File: src/rtl/ber_meas_pkg.sv
package ber_meas_pkg;

    localparam int BYTE_W = 8;
    localparam int ADDR_W = 4;
    localparam int EXT_W  = 32;

    localparam logic [ADDR_W-1:0] A_CTRL = 4'h0;
    localparam logic [ADDR_W-1:0] A_MASK = 4'h1;
    localparam logic [ADDR_W-1:0] A_STAT = 4'h2;
    localparam logic [1:0]        BANK_BC = 2'd1;
    localparam logic [1:0]        BANK_EC = 2'd2;

    localparam int ST_SYNC = 0;
    localparam int ST_LOS  = 4;

    // latched part of the status word, bits 6..1
    typedef struct packed {
        logic ones;
        logic zeros;
        logic los;
        logic err;
        logic bc_ovf;
        logic ec_ovf;
    } stat_ev_t;

    localparam int NSTAT = $bits(stat_ev_t);

    function automatic logic [BYTE_W-1:0] pick_byte(input logic [EXT_W-1:0] v,
                                                    input logic [1:0] idx);
        return v[idx*BYTE_W +: BYTE_W];
    endfunction

endpackage

File: src/rtl/ber_run_counter.sv
module ber_run_counter #(
    parameter int W = 32
) (
    input  logic         clk,
    input  logic         rst,
    input  logic         inc_i,
    input  logic         snap_i,
    output logic [W-1:0] run_o,
    output logic [W-1:0] hold_o,
    output logic         ovf_o
);
    localparam logic [W-1:0] ALL1 = {W{1'b1}};

    logic [W-1:0] run_q;
    logic [W-1:0] hold_q;

    always_ff @(posedge clk) begin
        if (rst) begin
            run_q  <= '0;
            hold_q <= '0;
        end else if (snap_i) begin
            hold_q <= run_q;
            run_q  <= inc_i ? W'(1) : '0;
        end else if (inc_i) begin
            run_q <= run_q + W'(1);
        end
    end

    // a wrap only when not restarted by a capture in the same cycle
    assign ovf_o  = inc_i & ~snap_i & (run_q == ALL1);
    assign run_o  = run_q;
    assign hold_o = hold_q;
endmodule

File: src/rtl/ber_stat_latch.sv
module ber_stat_latch
    import ber_meas_pkg::*;
(
    input  logic     clk,
    input  logic     rst,
    input  stat_ev_t set_i,
    input  logic     clr_en_i,
    input  stat_ev_t clr_sel_i,
    output stat_ev_t stat_o
);
    logic [NSTAT-1:0] set_v;
    logic [NSTAT-1:0] sel_v;
    logic [NSTAT-1:0] st_q;

    assign set_v = set_i;
    assign sel_v = clr_sel_i;

    for (genvar i = 0; i < NSTAT; i++) begin : g_bit
        always_ff @(posedge clk) begin
            if (rst)
                st_q[i] <= 1'b0;
            else
                st_q[i] <= set_v[i] | (st_q[i] & ~(clr_en_i & sel_v[i]));
        end
    end

    assign stat_o = st_q;
endmodule

File: src/rtl/ber_host_port.sv
module ber_host_port
    import ber_meas_pkg::*;
(
    input  logic                clk,
    input  logic                rst,
    input  logic                wr_i,
    input  logic                rd_i,
    input  logic [ADDR_W-1:0]   addr_i,
    input  logic [BYTE_W-1:0]   wdata_i,
    input  logic [EXT_W-1:0]    bc_hold_i,
    input  logic [EXT_W-1:0]    ec_hold_i,
    input  logic [BYTE_W-1:0]   stat_i,
    output logic                ctrl_latch_o,
    output logic [BYTE_W-1:0]   mask_o,
    output logic [BYTE_W-1:0]   rdata_o,
    output logic                clr_en_o,
    output logic [BYTE_W-1:0]   clr_sel_o
);
    logic              ctrl_q;
    logic [BYTE_W-1:0] mask_q;
    logic [BYTE_W-1:0] rdata_q;
    logic              clr_en_q;
    logic [BYTE_W-1:0] clr_sel_q;
    logic [BYTE_W-1:0] rmux;

    always_comb begin
        rmux = '0;
        case (addr_i[3:2])
            BANK_BC: rmux = pick_byte(bc_hold_i, addr_i[1:0]);
            BANK_EC: rmux = pick_byte(ec_hold_i, addr_i[1:0]);
            2'd0: begin
                if (addr_i == A_CTRL)      rmux = {{(BYTE_W-1){1'b0}}, ctrl_q};
                else if (addr_i == A_MASK) rmux = mask_q;
                else if (addr_i == A_STAT) rmux = stat_i;
                else                       rmux = '0;
            end
            default: rmux = '0;
        endcase
    end

    always_ff @(posedge clk) begin
        if (rst) begin
            ctrl_q    <= 1'b0;
            mask_q    <= '0;
            rdata_q   <= '0;
            clr_en_q  <= 1'b0;
            clr_sel_q <= '0;
        end else begin
            if (wr_i && addr_i == A_CTRL) ctrl_q <= wdata_i[0];
            if (wr_i && addr_i == A_MASK) mask_q <= wdata_i;
            if (rd_i) rdata_q <= rmux;
            clr_en_q <= rd_i && (addr_i == A_STAT);
            if (rd_i && addr_i == A_STAT) clr_sel_q <= stat_i;
        end
    end

    assign ctrl_latch_o = ctrl_q;
    assign mask_o       = mask_q;
    assign rdata_o      = rdata_q;
    assign clr_en_o     = clr_en_q;
    assign clr_sel_o    = clr_sel_q;
endmodule

File: src/rtl/ber_meas_top.sv
module ber_meas_top
    import ber_meas_pkg::*;
#(
    parameter int CNT_W = 32
) (
    input  logic        clk,
    input  logic        rst,
    input  logic        sync_in,
    input  logic        bit_vld,
    input  logic        err_pulse,
    input  logic        all_ones,
    input  logic        all_zeros,
    input  logic        latch_pin,
    input  logic        host_wr,
    input  logic        host_rd,
    input  logic [3:0]  host_addr,
    input  logic [7:0]  host_wdata,
    output logic [7:0]  host_rdata,
    output logic        irq_n
);
    localparam int NCNT = 2;
    localparam int IBC  = 0;
    localparam int IEC  = 1;

    logic             ctrl_latch;
    logic             latch_req;
    logic             latch_prev_q;
    logic             latch_edge;
    logic [NCNT-1:0]  inc_v;
    logic [NCNT-1:0]  ovf_v;
    logic [CNT_W-1:0] run_v  [NCNT];
    logic [CNT_W-1:0] hold_v [NCNT];
    logic [CNT_W-1:0] bc_run;
    logic [CNT_W-1:0] bc_hold;
    logic [CNT_W-1:0] ec_hold;
    logic [EXT_W-1:0] bc_ext;
    logic [EXT_W-1:0] ec_ext;
    stat_ev_t         st_set;
    stat_ev_t         st_q;
    logic [7:0]       stat_vec;
    logic [7:0]       mask_q;
    logic             clr_en;
    logic [7:0]       clr_sel;

    assign latch_req  = latch_pin | ctrl_latch;
    assign latch_edge = latch_req & ~latch_prev_q;

    always_ff @(posedge clk) begin
        if (rst) latch_prev_q <= 1'b0;
        else     latch_prev_q <= latch_req;
    end

    assign inc_v[IBC] = bit_vld & sync_in;
    assign inc_v[IEC] = bit_vld & sync_in & err_pulse;

    for (genvar c = 0; c < NCNT; c++) begin : g_cnt
        ber_run_counter #(.W(CNT_W)) u_cnt (
            .clk    (clk),
            .rst    (rst),
            .inc_i  (inc_v[c]),
            .snap_i (latch_edge),
            .run_o  (run_v[c]),
            .hold_o (hold_v[c]),
            .ovf_o  (ovf_v[c])
        );
    end

    assign bc_run  = run_v[IBC];
    assign bc_hold = hold_v[IBC];
    assign ec_hold = hold_v[IEC];
    assign bc_ext  = EXT_W'(bc_hold);
    assign ec_ext  = EXT_W'(ec_hold);

    always_comb begin
        st_set        = '0;
        st_set.ones   = all_ones;
        st_set.zeros  = all_zeros;
        st_set.los    = ~sync_in;
        st_set.err    = inc_v[IEC];
        st_set.bc_ovf = ovf_v[IBC];
        st_set.ec_ovf = ovf_v[IEC];
    end

    ber_stat_latch u_stat (
        .clk       (clk),
        .rst       (rst),
        .set_i     (st_set),
        .clr_en_i  (clr_en),
        .clr_sel_i (stat_ev_t'(clr_sel[NSTAT:1])),
        .stat_o    (st_q)
    );

    assign stat_vec = {1'b0, st_q, sync_in};

    ber_host_port u_host (
        .clk          (clk),
        .rst          (rst),
        .wr_i         (host_wr),
        .rd_i         (host_rd),
        .addr_i       (host_addr),
        .wdata_i      (host_wdata),
        .bc_hold_i    (bc_ext),
        .ec_hold_i    (ec_ext),
        .stat_i       (stat_vec),
        .ctrl_latch_o (ctrl_latch),
        .mask_o       (mask_q),
        .rdata_o      (host_rdata),
        .clr_en_o     (clr_en),
        .clr_sel_o    (clr_sel)
    );

    assign irq_n = ~|(stat_vec[6:0] & mask_q[6:0]);
endmodule

File: config.mk
export PLATFORM = sky130hd
export DESIGN_NAME = ber_meas_top
export DESIGN_NICKNAME = d
export VERILOG_FILES = /design/src/rtl/ber_meas_pkg.sv /design/src/rtl/ber_run_counter.sv /design/src/rtl/ber_stat_latch.sv /design/src/rtl/ber_host_port.sv /design/src/rtl/ber_meas_top.sv
export SDC_FILE = /design/constraint.sdc
export NUM_CORES = 1
export LEC_CHECK = 0
export ABC_AREA = 1
export CORE_MARGIN = 8
export CORE_UTILIZATION = 50
export DETAILED_ROUTE_END_ITERATION = 10
export GPL_TIMING_DRIVEN = 0
export PLACE_DENSITY = 0.7
export SLEW_MARGIN = 40
export SYNTH_ARGS = -nofsm -noshare
export SYNTH_HDL_FRONTEND = slang
export SYNTH_HIERARCHICAL = 1
export SYNTH_SLANG_ARGS = --single-unit
File: constraint.sdc
create_clock -name clk -period 1.7 [get_ports clk]
set_input_delay 0.51 -clock clk [delete_from_list [all_inputs] [get_ports clk]]
set_output_delay 0.51 -clock clk [all_outputs]
set_load 0.005 [all_outputs]
# ---- Word-level counts from Yosys, hierarchy flattened
# Index checks and enable logic that the tools add are counted.
dict set report op_classes {
  div 0
  shifts 2
  n_addsub 2
  order_cmp 0
  reduce_logical 9
  bitwise 36
  eq_ne 6
  n_mux 10
  mul 0
}
# cell n
set ops {}
lappend ops {{$mux 32} 4}
lappend ops {{$add 32x1->32 const B} 2}
lappend ops {{$eq 32x32->1 const B} 2}
lappend ops {{$shiftx 32x6->8} 2}
lappend ops {{$pmux 8 s3} 1}
lappend ops {{$and 1x1->1} 19}
lappend ops {{$mux 8} 2}
lappend ops {{$not 1->1} 9}
lappend ops {{$and 7x7->7} 1}
lappend ops {{$mux 7} 1}
lappend ops {{$or 1x1->1} 7}
lappend ops {{$reduce_or 7->1} 1}
lappend ops {{$eq 4x1->1 const B} 1}
lappend ops {{$eq 4x2->1 const B} 1}
lappend ops {{$logic_not 4->1} 1}
lappend ops {{$reduce_bool 2->1} 2}
lappend ops {{$logic_and 1x1->1} 3}
lappend ops {{$eq 2x1->1 const B} 1}
lappend ops {{$eq 2x2->1 const B} 1}
lappend ops {{$logic_not 2->1} 1}
lappend ops {{$mux 1} 2}
lappend ops {{$logic_not 1->1} 1}
dict set report word_totals {
  word_cells 81
  ramBits 0
  register_bits 160
  latchBits 0
  romBits 0
  n_memories 0
  output_inout_bits 9
}

# ---- Logic depth before layout (Yosys ltp)
dict set report depth {
  word_depth 6
  depth_mapped 14
}

# ---- By module
# The synthesis kept the hierarchy.
# module cells_per_inst area_each_um2 instances
set modules_own_cells {}
lappend modules_own_cells {ber_run_counter 412 2844.0 2}
lappend modules_own_cells {ber_host_port 301 1805.5 1}
lappend modules_own_cells {ber_stat_latch 30 221.5 1}
lappend modules_own_cells {ber_meas_top 25 116.4 1}

# ---- Worst setup path before layout
# No wires, ideal clock.
dict set report synth_path {
  path_kind {input port to flip-flop}
  startpoint {input latch_pin}
  endpoint {register g_cnt[0].u_cnt.hold_q[11]}
  setup_time_ns 0.135
  path_buffers 2
  t_required_ns 1.565
  setup_slack_ns 0.055
  arrival_time_ns 1.511
  cell_stages 5
  path_cell_list {inv_1 a21oi_1 buf_2 buf_1 a211oi_1}
}
dict set report synth_via {
  elab_chain_cells 2
}
# element line
set synth_rtl {}
lappend synth_rtl {{start, declared} ber_meas_top.sv:13} ;# input logic latch_pin,
lappend synth_rtl {{$or 1x1->1} ber_meas_top.sv:45} ;# assign latch_req = latch_pin | ctrl_latch;
lappend synth_rtl {{$and 1x1->1} ber_meas_top.sv:46} ;# assign latch_edge = latch_req & ~latch_prev_q;
lappend synth_rtl {{net latch_edge} ber_meas_top.sv:28} ;# logic latch_edge;
lappend synth_rtl {{end signal, assigned} ber_run_counter.sv:22} ;# hold_q <= run_q;
lappend synth_rtl {{end, declared} ber_run_counter.sv:15} ;# logic [W-1:0] hold_q;
# The timed path passes the listed nets, and every way through them passes these cells.
# A chain may end at the register's enable or synchronous reset.

# ---- Final worst setup path
dict set report layout_path {
  startpoint {register u_stat.st_q[0] (netlist: u_stat/stat_o[0])}
  endpoint {output irq_n}
}
dict set report layout_via {
  elab_chain_cells 3
}
# element line
set layout_rtl {}
lappend layout_rtl {{start, declared} ber_stat_latch.sv:13} ;# logic [NSTAT-1:0] st_q;
lappend layout_rtl {{start signal, assigned by index} ber_stat_latch.sv:23} ;# st_q[i] <= set_v[i] | (st_q[i] & ~(clr_en_i & sel_v[i]));
lappend layout_rtl {{$and 7x7->7} ber_meas_top.sv:112} ;# assign irq_n = ~|(stat_vec[6:0] & mask_q[6:0]);
lappend layout_rtl {{$reduce_or 7->1} ber_meas_top.sv:112}
lappend layout_rtl {{$logic_not 1->1} ber_meas_top.sv:112}
lappend layout_rtl {{end, declared} ber_meas_top.sv:19} ;# output logic irq_n
# Every way passes these cells.

==> flow_summary.yaml <==
setup_path:
  cp-end-kind: "output pin"
  arrival_ns: 1.14
  worstSetupStartpoint: "u_stat/stat_o[0]$_SDFF_PP0_"
  critPathCapture: "irq_n"
  crit_required_ns: 1.19
  path_max_fanout: 3
  reg2reg_from: "g_cnt[1].u_cnt/run_o[1]$_SDFFE_PP0P_"
  worstSetupPathType: "flip-flop to output pin"
  r2r-end: "u_stat/stat_o[0]$_SDFF_PP0_"
  r2r_setup_slack_ns: 0.10
  start_kind: "flip-flop"
  r2r_cells: 7
hold_path:
  min_path_type: "input port to flip-flop"
detailed_routing:
  drc: 0
  drt_iter0_markers: 620
  routedWlPerCell_um: 15.41
  post_drt_via_cell_ratio: 5.384
  vias: 7720
  drtPass1Iterations: 5
  wl_mm: 22.10
  antenna_left: 0
cts:
  cts_max_level: 4
  cts_tree: "built"
  cts_hold_buffers: 0
  insertion_delay_ns: 0.42
  root_buffer: "clkbuf_16"
  cts_buffers: 17
  clockBufferDepth: 2
  clkTransAtPathRegs_ns: 0.06
  cts_sinks: 159
final_layout:
  nets: 1261
  num_antenna_cells: 0
  utilization: 0.6030
  fin_area_mm2: 0.009168
  synthToLayoutAreaGrowth_pct: 18.04
  drive_gt1_frac: 0.1324
  fin_cells: 1434
floorplan:
  ioPinCount: 31
  die_x_um: 140.6
  core-area_mm2: 0.01520
  dieArea_mm2: 0.01978
  die_h_um: 140.6
  initial_core_util: 0.5109
  rows: 45
sta:
  tightest_slew_ns: 0.5297
  hold_viol_final: 0
  post-route-period-util: 0.9710
  fmax_mhz: 605.8
  min_period_ns: 1.651
  clock_skew_ns: 0.01024
  slew_headroom: 0.6468
  final-max-slew-violation-count: 0
  finalSetupViolations: 0
  tns_ns: 0
  rsz0062_at_grt: "yes"
place:
  dp_hpwl_mm: 16.34
  io_buffers: 28
  dpl_cell_area_mm2: 0.008285
  place_inst: 1388
  gp_congestion: 0.9388
global_routing:
  grt_pass1_wl_mm: 36.00
  antenna_found_initial: 0
  grt_pass1_vias: 7104
  grtUsageTotal: 0.2279
  grt.overflow.total: 0
  grt_start_max_net_pins: 17
synthesis:
  synthesis.nets: 1199
  netlist_area_mm2: 0.007766
  syn_area_per_cell_um2: 6.626
  synth_warnings: 6
  synthCells: 1172
outcome:
  status: "finished clean"
flow_run:
  max-cap-violations: 0
power_and_ir_drop:
  ir_drop_mv: 0.7086
  power_density_mw_per_mm2: 902.3
  leakage_nw: 3.473
[worst min-delay path by stage]
stage	depth (start not counted)	startpoint	slack (ns)	end
after floorplan	2	u_host/mask_o[7]$_SDFFE_PP0P_	0.43	u_host/mask_o[7]$_SDFFE_PP0P_
after global placement	2	u_host/mask_o[7]$_SDFFE_PP0P_	0.45	u_host/mask_o[7]$_SDFFE_PP0P_
after detailed placement	2	g_cnt[0].u_cnt/hold_o[6]$_SDFFE_PP0P_	0.45	g_cnt[0].u_cnt/hold_o[6]$_SDFFE_PP0P_
after CTS	2	u_host/rdata_o[3]$_SDFFE_PP0P_	0.46	u_host/rdata_o[3]$_SDFFE_PP0P_
after global routing	4	sync_in	0.44	u_stat/stat_o[3]$_SDFF_PP0_
final	4	sync_in	0.42	u_stat/stat_o[3]$_SDFF_PP0_
[power breakdown]
group | leakage, nW | internal (mW) | switching (mW)
Clock | 0.288 | 2.31 | 1.49
Sequential | 1.29 | 3.79 | 0.0448
Combinational | 1.90 | 0.226 | 0.408
[sequential cells by signal (all words and copies together) (netlist names)]
register	flops
g_cnt.u_cnt/run_o	64
u_host/clr_en_o	1
latch_prev_q	1
u_host/ctrl_latch_o	1
u_host/mask_o	8
u_host/clr_sel_o	6
g_cnt.u_cnt/hold_o	64
u_stat/stat_o	6
u_host/rdata_o	8
[metrics by stage]
stage	power [mW]	setup WS (ns)	hold slack, ns
final	8.272	0.04926	0.4229
after global routing	8.564	-0.03741	0.4443
after CTS	8.330	0.0001177	0.4639
after detailed placement	4.507	-1.213	0.4548
after global placement	4.502	-1.238	0.4506
after floorplan	4.297	0.05484	0.4297
[metal layers]
metal	routed length, um	share of wire	global-route usage
met5	0	0	0
met4	324	0.015	0.06052
met1	10470	0.47	0.3101
met2	9758	0.44	0.3546
met3	1549	0.070	0.05402
[layout make-up]
class                      instances  area [um^2]
fill                            1470         6035
multi-input combinational        857         4099
sequential                       159         3189
clock buffer                      22        484.2
inverter                         114        435.4
timing repair buffer              44        382.9
tap                              188        235.2
buffer                            41        234.0
clock inverter                     9        107.6
[layout by cell type (no fill, tap or decap), types with 5 or more instances in the layout]
master	instances
nor2_2	22
dfxtp_1	154
nand2_2	13
clkdlybuf4s50_1	12
buf_6	8
clkbuf_1	12
buf_4	17
a211oi_1	24
nor2_1	146
nor3_1	9
nor2_4	15
nand4_1	6
nand2_1	368
dlygate4sd2_1	13
inv_1	102
a21oi_1	103
nand3b_1	5
o21ai_1	15
nand3_1	75
clkbuf_2	5
buf_2	16
clkbuf_16	17
o21ai_0	21
inv_2	8
dfxtp_2	5
[critical path, cell delays in order (launching register included)]
cell     delay, ns
dfxtp_2       0.32
nand2_1       0.06
nand2_1       0.05
inv_1         0.06
nand2_1       0.06
nor2_2        0.07
buf_2         0.11
[timing repair]
item,4_1_cts,5_1_grt
endpoints found under the hold margin,0,0
setup buffers,13,3
pin swaps,16,10
endpoints found under the setup margin,162,52
gates resized for setup,67,17
cloned,1,0
Note: power is estimated with default switching activity, not from simulation.
